`src/rtl/wkpwr_pkg.sv`:
```
package wkpwr_pkg;

    // Control register layout, MSB first: {pdown, kick_en, wake_en, kick_flag, wake_flag}
    typedef struct packed {
        logic pdown;
        logic kick_en;
        logic wake_en;
        logic kick_flag;
        logic wake_flag;
    } ctrl_t;

    localparam int CTRL_W = $bits(ctrl_t);

    localparam ctrl_t CTRL_RESET = '{pdown: 1'b1, kick_en: 1'b0, wake_en: 1'b0,
                                     kick_flag: 1'b0, wake_flag: 1'b0};

    typedef enum logic [1:0] {
        PS_POWERED_DOWN = 2'd0,
        PS_WAIT_SUPPLY  = 2'd1,
        PS_POWERED      = 2'd2,
        PS_RELEASING    = 2'd3
    } pstate_t;

    // Interrupt cause, active high
    function automatic logic irq_cause(input ctrl_t c, input logic ext);
        return (c.wake_flag & c.wake_en) | (c.kick_flag & c.kick_en) | ext;
    endfunction

    // A clearing write keeps a flag only where the written bit is 1; a new event sets it
    function automatic logic flag_next(input logic cur, input logic wr, input logic wbit,
                                       input logic set);
        return (wr ? (cur & wbit) : cur) | set;
    endfunction

endpackage

```
`src/rtl/wkpwr_kick_filter.sv`:
```
module wkpwr_kick_filter #(
    parameter int KICK_MIN_CYC = 8,
    parameter int SYNC_STAGES  = 2
) (
    input  logic clk,
    input  logic rst,
    input  logic kick_n_i,
    output logic kick_evt_o
);
    localparam int CNT_W = $clog2(KICK_MIN_CYC + 1);
    localparam logic [CNT_W-1:0] CNT_LAST = CNT_W'(KICK_MIN_CYC - 1);
    localparam logic [CNT_W-1:0] CNT_SAT  = CNT_W'(KICK_MIN_CYC);

    logic [SYNC_STAGES-1:0] sync_q;
    logic [CNT_W-1:0]       low_cnt_q;
    logic                   kick_low;

    generate
        if (SYNC_STAGES == 1) begin : g_sync1
            always_ff @(posedge clk) begin
                if (rst) sync_q <= '1;
                else     sync_q <= kick_n_i;
            end
        end else begin : g_syncn
            always_ff @(posedge clk) begin
                if (rst) sync_q <= '1;
                else     sync_q <= {sync_q[SYNC_STAGES-2:0], kick_n_i};
            end
        end
    endgenerate

    assign kick_low = ~sync_q[SYNC_STAGES-1];

    // Counts low cycles already seen; saturates one past the threshold so it fires once
    always_ff @(posedge clk) begin
        if (rst || !kick_low)       low_cnt_q <= '0;
        else if (low_cnt_q != CNT_SAT) low_cnt_q <= low_cnt_q + 1'b1;
    end

    assign kick_evt_o = kick_low && (low_cnt_q == CNT_LAST);

endmodule

```
`src/rtl/wkpwr_regs.sv`:
```
module wkpwr_regs
    import wkpwr_pkg::*;
(
    input  logic              clk,
    input  logic              rst,
    input  logic              wr_i,
    input  logic [CTRL_W-1:0] wdata_i,
    input  logic              set_wake_i,
    input  logic              set_kick_i,
    input  logic              clr_pdown_i,
    output ctrl_t             ctrl_o
);
    ctrl_t q, d, w;

    assign w = ctrl_t'(wdata_i);

    always_comb begin
        d           = q;
        d.wake_flag = flag_next(q.wake_flag, wr_i, w.wake_flag, set_wake_i);
        d.kick_flag = flag_next(q.kick_flag, wr_i, w.kick_flag, set_kick_i);
        if (wr_i) begin
            d.wake_en = w.wake_en;
            d.kick_en = w.kick_en;
            d.pdown   = w.pdown;
        end
        if (clr_pdown_i) d.pdown = 1'b0;
    end

    always_ff @(posedge clk) begin
        if (rst) q <= CTRL_RESET;
        else     q <= d;
    end

    assign ctrl_o = q;

endmodule

```
`src/rtl/wkpwr_fsm.sv`:
```
module wkpwr_fsm
    import wkpwr_pkg::*;
#(
    parameter int PWRON_TMO_CYC = 32
) (
    input  logic    clk,
    input  logic    rst,
    input  logic    start_i,
    input  logic    supply_good_i,
    input  logic    pdown_wr_i,
    output pstate_t state_o,
    output logic    clr_pdown_o,
    output logic    pwr_req_o
);
    localparam int TMO_W = $clog2(PWRON_TMO_CYC + 1);
    localparam logic [TMO_W-1:0] TMO_LAST = TMO_W'(PWRON_TMO_CYC - 1);

    pstate_t          st_q, st_d;
    logic [TMO_W-1:0] tmo_q;

    always_comb begin
        st_d = st_q;
        unique case (st_q)
            PS_POWERED_DOWN: if (start_i) st_d = PS_WAIT_SUPPLY;
            PS_WAIT_SUPPLY: begin
                if (supply_good_i)          st_d = PS_POWERED;
                else if (tmo_q == TMO_LAST) st_d = PS_POWERED_DOWN;
            end
            PS_POWERED:   if (pdown_wr_i) st_d = PS_RELEASING;
            PS_RELEASING: begin
                if (start_i)             st_d = PS_WAIT_SUPPLY;
                else if (!supply_good_i) st_d = PS_POWERED_DOWN;
            end
            default: st_d = PS_POWERED_DOWN;
        endcase
    end

    always_ff @(posedge clk) begin
        if (rst) begin
            st_q  <= PS_POWERED_DOWN;
            tmo_q <= '0;
        end else begin
            st_q  <= st_d;
            tmo_q <= (st_q == PS_WAIT_SUPPLY) ? tmo_q + 1'b1 : '0;
        end
    end

    assign state_o     = st_q;
    assign clr_pdown_o = (st_q == PS_WAIT_SUPPLY) && supply_good_i;
    assign pwr_req_o   = (st_q == PS_WAIT_SUPPLY) || (st_q == PS_POWERED);

endmodule

```
`src/rtl/wkpwr_seq.sv`:
```
module wkpwr_seq
    import wkpwr_pkg::*;
#(
    parameter int KICK_MIN_CYC  = 8,
    parameter int PWRON_TMO_CYC = 32
) (
    input  logic              clk,
    input  logic              rst,
    input  logic              kick_n_i,
    input  logic              wake_match_i,
    input  logic              supply_good_i,
    input  logic              above_pf_i,
    input  logic              ext_irq_pend_i,
    input  logic              reg_wr_i,
    input  logic [CTRL_W-1:0] reg_wdata_i,
    output logic [CTRL_W-1:0] reg_rdata_o,
    output logic              pwr_req_en_o,
    output logic              irq_n_o,
    output logic              irq_oe_o
);
    ctrl_t   ctrl;
    ctrl_t   wr_fields;
    pstate_t fsm_state;
    logic    kick_evt, start, clr_pdown, pdown_wr;
    logic    set_wake, set_kick;

    assign wr_fields = ctrl_t'(reg_wdata_i);

    wkpwr_kick_filter #(.KICK_MIN_CYC(KICK_MIN_CYC), .SYNC_STAGES(2)) u_kick (
        .clk        (clk),
        .rst        (rst),
        .kick_n_i   (kick_n_i),
        .kick_evt_o (kick_evt)
    );

    // Powered: every event is recorded; unpowered: only enabled ones
    assign set_kick = kick_evt     & (ctrl.kick_en | supply_good_i);
    assign set_wake = wake_match_i & (ctrl.wake_en | supply_good_i);
    assign start    = (kick_evt & ctrl.kick_en) | (wake_match_i & ctrl.wake_en);
    assign pdown_wr = reg_wr_i & wr_fields.pdown;

    wkpwr_regs u_regs (
        .clk         (clk),
        .rst         (rst),
        .wr_i        (reg_wr_i),
        .wdata_i     (reg_wdata_i),
        .set_wake_i  (set_wake),
        .set_kick_i  (set_kick),
        .clr_pdown_i (clr_pdown),
        .ctrl_o      (ctrl)
    );

    wkpwr_fsm #(.PWRON_TMO_CYC(PWRON_TMO_CYC)) u_fsm (
        .clk           (clk),
        .rst           (rst),
        .start_i       (start),
        .supply_good_i (supply_good_i),
        .pdown_wr_i    (pdown_wr),
        .state_o       (fsm_state),
        .clr_pdown_o   (clr_pdown),
        .pwr_req_o     (pwr_req_en_o)
    );

    assign reg_rdata_o = ctrl;
    assign irq_n_o     = ~irq_cause(ctrl, ext_irq_pend_i);
    assign irq_oe_o    = above_pf_i;

endmodule

```
`config.mk`:
```
export PLATFORM = sky130hd
export DESIGN_NAME = wkpwr_seq
export DESIGN_NICKNAME = d
export VERILOG_FILES = /design/src/rtl/wkpwr_pkg.sv /design/src/rtl/wkpwr_kick_filter.sv /design/src/rtl/wkpwr_regs.sv /design/src/rtl/wkpwr_fsm.sv /design/src/rtl/wkpwr_seq.sv
export SDC_FILE = /design/constraint.sdc
export NUM_CORES = 1
export LEC_CHECK = 0
export ABC_AREA = 1
export BUFFER_PORTS_ARGS = -buffer_cell sky130_fd_sc_hd__buf_2
export CORE_AREA = 4 4 48 50
export CTS_CLUSTER_SIZE = 25
export DETAILED_ROUTE_END_ITERATION = 8
export DIE_AREA = 0 0 52 54
export PLACE_DENSITY = 0.77
export SYNTH_ARGS = -nofsm -noshare
export SYNTH_HDL_FRONTEND = slang
export SYNTH_SLANG_ARGS = --single-unit
export TNS_END_PERCENT = 30
```
`constraint.sdc`:
```
create_clock -name clk -period 1.7 [get_ports clk]
set_clock_uncertainty 0.2 [all_clocks]
set_input_delay 0.17 -clock clk [delete_from_list [all_inputs] [get_ports clk]]
set_output_delay 0.17 -clock clk [all_outputs]
set_load 0.005 [all_outputs]
```
After elaboration in Yosys (flattened, before gate mapping)
Index checks and enable logic that the tools add are counted.
{"block": "word_totals", "out_inout_bits": 8, "wordCells": 59, "regBits": 19}
{"block": "classes", "bitwise": 19, "n_mux": 11, "add_sub_neg": 2, "n_reduce_logical": 8, "n_eq_ne": 10}
{"cell": "2-bit two-way mux", "count": 6}
{"cell": "1-bit AND", "count": 9}
{"cell": "2-bit case mux with 4 select lines", "count": 1}
{"cell": "1-bit bitwise OR", "count": 7}
{"cell": "6-bit by 1-bit adder with 6-bit output (second input constant)", "count": 1}
{"cell": "6-bit by 5-bit == test with 1-bit output (second input constant)", "count": 1}
{"cell": "4-bit by 1-bit adder with 4-bit output (second input constant)", "count": 1}
{"cell": "2-bit == test (second input constant)", "count": 2}
{"cell": "4-bit by 3-bit == test with 1-bit output (second input constant)", "count": 1}
{"cell": "2-bit inequality test (second input constant)", "count": 2}
{"cell": "4-bit inequality test (second input constant)", "count": 1}
{"cell": "4-bit AND reduction", "count": 1}
{"cell": "1-bit two-way mux", "count": 3}
{"cell": "3-bit two-way mux", "count": 1}
{"cell": "3-bit by 2-bit inequality test with 1-bit output (second input constant)", "count": 1}
{"cell": "3-bit inequality test (second input constant)", "count": 1}
{"cell": "1-bit inverter", "count": 3}
{"cell": "2-bit by 1-bit == test with 1-bit output (second input constant)", "count": 1}
{"cell": "1-bit logical AND", "count": 2}
{"cell": "2-bit zero test", "count": 1}
{"cell": "1-bit logical OR", "count": 2}
{"cell": "2-bit nonzero test", "count": 1}
{"cell": "2-bit OR reduction", "count": 1}

Logic depth before layout (Yosys ltp)
{"block": "logic_depth", "ltp_word": 6, "depth_mapped": 9, "depth_no_buf": 9}

Hierarchy
From an unflattened synthesis, not the netlist that was laid out.
{"block": "unflattened", "cells_unflattened": 143, "area_unflattened_um2": 1028.5}
{"mod": "wkpwr_fsm", "instances": 1, "seq_area_each_um2": 160.2, "area_each_um2": 489.2, "cells_each": 65}
{"mod": "wkpwr_kick_filter", "instances": 1, "seq_area_each_um2": 120.1, "area_each_um2": 284.0, "cells_each": 35}
{"mod": "wkpwr_regs", "instances": 1, "seq_area_each_um2": 100.1, "area_each_um2": 191.4, "cells_each": 27}
{"mod": "wkpwr_seq", "instances": 1, "seq_area_each_um2": 0.0, "area_each_um2": 63.8, "cells_each": 16}

Worst setup path after synthesis
No wires, ideal clock.
{"block": "synth_path", "path_type": "register -> register", "startpoint": "register u_fsm.st_q[0] (netlist: u_fsm.state_o[0])", "endpoint": "register u_fsm.st_q[0] (netlist: u_fsm.state_o[0])", "t_arrival_ps": 1169, "n_path_buf": 0, "path_stages_with_launch": 8, "setup_ps": 116, "setup_slack_ps": 215, "required_time_ps": 1384, "path_cell_list": "dfxtp_1 > inv_1 > ha_1 > a21boi_0 > nor2_4 > nand3_1 > nand2_1 > a21oi_1"}
{"block": "synth_between", "elab_chain_len": 3, "word_cells_on_any_way": 10, "classes_between": "eq/ne (7); mux (1); reduce/logical (2)"}
{"item": "start, declared", "line_no": "wkpwr_fsm.sv:18", "source": "pstate_t st_q, st_d;"}
{"item": "start signal, assigned", "line_no": "wkpwr_fsm.sv:43", "source": "st_q <= st_d;"}
{"item": "2-bit == test (tied with other cells)", "line_no": "wkpwr_fsm.sv:23", "source": "unique case (st_q)"}
{"item": "3-bit inequality test (no line) (tied with other cells)"}
{"item": "4-bit AND reduction (no line)"}
Parallel ways exist; a longest one is shown, timed or not.
A chain may end at the register's enable or synchronous reset.

Worst setup path after layout
{"block": "layout_path", "startpoint": "register u_fsm.st_q[0] (netlist: u_fsm.state_o[0])", "endpoint": "output pwr_req_en_o"}
{"block": "layout_between", "elab_chain_len": 2, "word_cells_on_any_way": 3, "classes_between": "eq/ne (2); reduce/logical (1)"}
{"item": "2-bit by 1-bit == test with 1-bit output or 2-bit == test (tied branches)", "line_no": "wkpwr_fsm.sv:50", "source": "assign pwr_req_o = (st_q == PS_WAIT_SUPPLY) || (st_q == PS_POWERED);"}
{"item": "1-bit logical OR *", "line_no": "wkpwr_fsm.sv:50"}
{"item": "end, declared", "line_no": "wkpwr_seq.sv:17", "source": "output logic pwr_req_en_o,"}
Every way passes the cells marked *; elsewhere a longest branch is shown, timed or not.

==> impl_metrics.ini <==
[routing]
finalWirelength_mm = 1.974
first_pass_iters = 4
top_layer_used = met4
vias = 835
drc = 0
drtIter0Drc = 10
ant_nets = 0
viasPerCell = 4.799
wl_met3_um = 69
met1Wirelength_um = 847
wire_per_inst_um = 11.34
dr_wl_met2_um = 986

[setup_path]
path_buf_inv = 2
critPathMaxStageDelay_ns = 0.40
slowest_stage = dfxtp_2
arrival_ns = 1.20
worst_ep_required_time_ns = 1.33
critPathCaptureType = output port
critPathMaxFanout = 7
cpLargestDelayFamily = flip-flops
worstPathCellList = inv_1, ha_1, buf_2
crit_path_start_kind = flip-flop
crit_type = flip-flop to output port

[grt]
grt_pass1_vias = 822
grt_pass1_wl_mm = 3.318
grt_max_degree = 11
antenna_found_initial = 0
grt_usage_pct = 16.26
grt-ovfl-total = 0

[timing]
fmax_mhz = 636.0
relSlewSlack_pct = 78.11
rsz0062_at_grt = no
finalHoldViolCount = 0
worst_pin_slew_ns = 0.3254
fin_crit_ns = 1.572
setup_viol = 0
slew_violations = 0
finalSetupTns_ns = 0
fin_crit_sh_pct = 92.49

[clock_tree]
cts_tree = built
path_clk_slew_ns = 0.10
postCtsSetupBuffers = 0
clk_latency_ns = 0.30
clockBufferDepth = 2
cts_made_buffers = 3
h-tree-depth = 1
cts_root_buffer = clkbuf_4
numClockSinks = 19

[placed_design]
placed_area_um2 = 1031
gp_congestion = 0.7632
hpwl_mm = 1.433
numPortBuffers = 18

[power]
p_comb_share_pct = 27.1
switchingPower_mw = 0.3126
p_per_area_nw_per_um2 = 855.6
switching_share_pct = 30.81
clkPwrFrac_pct = 22.3
max-vdd-ir-drop_mv = 0.5254
intPower_mw = 0.7023
report.power.total_mw = 1.015
seq_power_share_pct = 50.6
leakagePower_nw = 0.5264

[job]
drv_cap = 0

[synthesis]
synth_seq_cells = 19
synth_fp_nets = 135
ys_seq_area_share_pct = 41.59
postSynthAreaPerCell_um2 = 8.023
netlist_area_um2 = 914.6
ys_types = 24
syn_inst = 114
yosysWarningCount = 0

[floorplan]
ios = 21
die-width_um = 52
initial_core_util_pct = 48.09
die_height_um = 54
dieArea_um2 = 2808
core_um2 = 1902
num_rows = 16

[cells_and_area]
n_antenna_cell = 0
fillCellCount = 161
final_cell_mix = dfxtp_1, buf_2, inv_1
drive_gt1_share_pct = 21.09
syn_to_final_growth_pct = 29.69
nNetsFinal = 169
final_cell_area_um2 = 1186
final_util_pct = 62.37

[status]
outcome = completed

[hold_path]
hp-class = primary input to flip-flop
==> area by class of cell <==
type                            instances  area, um2  share of cell area [%]
Multi-Input combinational cell         78      469.2                   39.56
Sequential cell                        19      381.6                   32.17
Timing Repair Buffer                   30      215.2                   18.14
Inverter                               16      60.06                   5.063
Tap cell                               27      33.78                   2.848
Clock buffer                            4      26.28                   2.215
==> repair_timing <==
item | CTS | global route
setup endpoints to repair | 0 | 5
endpoints found under the hold margin | 8 | 0
resized for setup | 0 | 5
hold buffers | 12 | 0
==> sequential cells by signal, indices dropped and copies added (netlist names), named ones only <==
register	cells
u_fsm.tmo_q	6
u_regs.ctrl_o	5
u_kick.low_cnt_q	4
u_kick.sync_q	2
u_fsm.state_o	1
==> worst reg2reg max path: cells and delay by family (launching register included) <==
family | cells | cell delay, ns
simple gates | 5 | 0.43
flops | 1 | 0.35
fa+ha+maj | 1 | 0.24
buf+inv | 1 | 0.14
compound gates | 1 | 0.11
==> through the flow <==
step / setup slack, ns / instances / hold WS (ns)
floorplan: 0.2151 / 114 / 0.03907
global placement: 0.1594 / 158 / 0.1401
detailed placement: 0.1061 / 158 / 0.1401
CTS: 0.02020 / 174 / 0.009712
global route: 0.005473 / 174 / 0.07300
finish: 0.1277 / 174 / 0.01469
==> power by group through the flow <==
stage	sequential (mW)	combinational, mW	clock [mW]
floorplan	0.515	0.179	0
global placement	0.519	0.240	0
detailed placement	0.522	0.247	0
CTS	0.512	0.271	0.228
global route	0.519	0.317	0.242
finish	0.513	0.275	0.226
==> per-layer routing <==
layer  up-vias  global-route usage, %
met5         -                      0
li1        440                      -
met1       372                  18.01
met2        17                  29.08
met4         0                  8.734
met3         6                  3.324
==> cells by family (layout without fill, tap and decap cells) <==
logic type	count (synthesis)	after routing	synth area share, %
AO/OA/AOI/OAI	22	22	13.54
buffers and inverters	17	50	7.387
flip-flops	19	19	41.59
XOR/XNOR	1	1	0.9578
AND/OR/NAND/NOR	47	47	25.58
adder cells (fa/ha/maj)	8	8	10.94
==> cells in the mapped netlist, drive strengths merged <==
cell	instances	share of area, %
o21bai	2	1.6
or2	2	1.4
buf	1	0.82
ha	8	11
inv	15	6.2
nor3b	1	0.82
a21oi	9	4.9
o21ai	8	4.4
a21boi	1	0.82
nand4	1	0.68
xnor2	1	0.96
nand3	11	7.1
nand2	13	5.3
clkinv	1	0.41
nor2	15	7.3
a221oi	1	0.96
o211ai	1	0.82
nand3b	1	1.2
dfxtp	19	42
nor4	1	0.68
nor3	2	1.1
==> worst paths after layout <==
check	start	endpoint	slack, ns	cells past startpoint
worst min register to register	u_kick.sync_q[0]	u_kick.sync_q[1]	0.23	1
worst max-delay path	u_fsm.state_o[0]	pwr_req_en_o	0.13	3
worst min-delay path	reg_wr_i	u_regs.ctrl_o[2]	0.01	3
worst max register to register	flip-flop	u_fsm.state_o[0]	0.16	8
(Power assumes the default switching activity.)
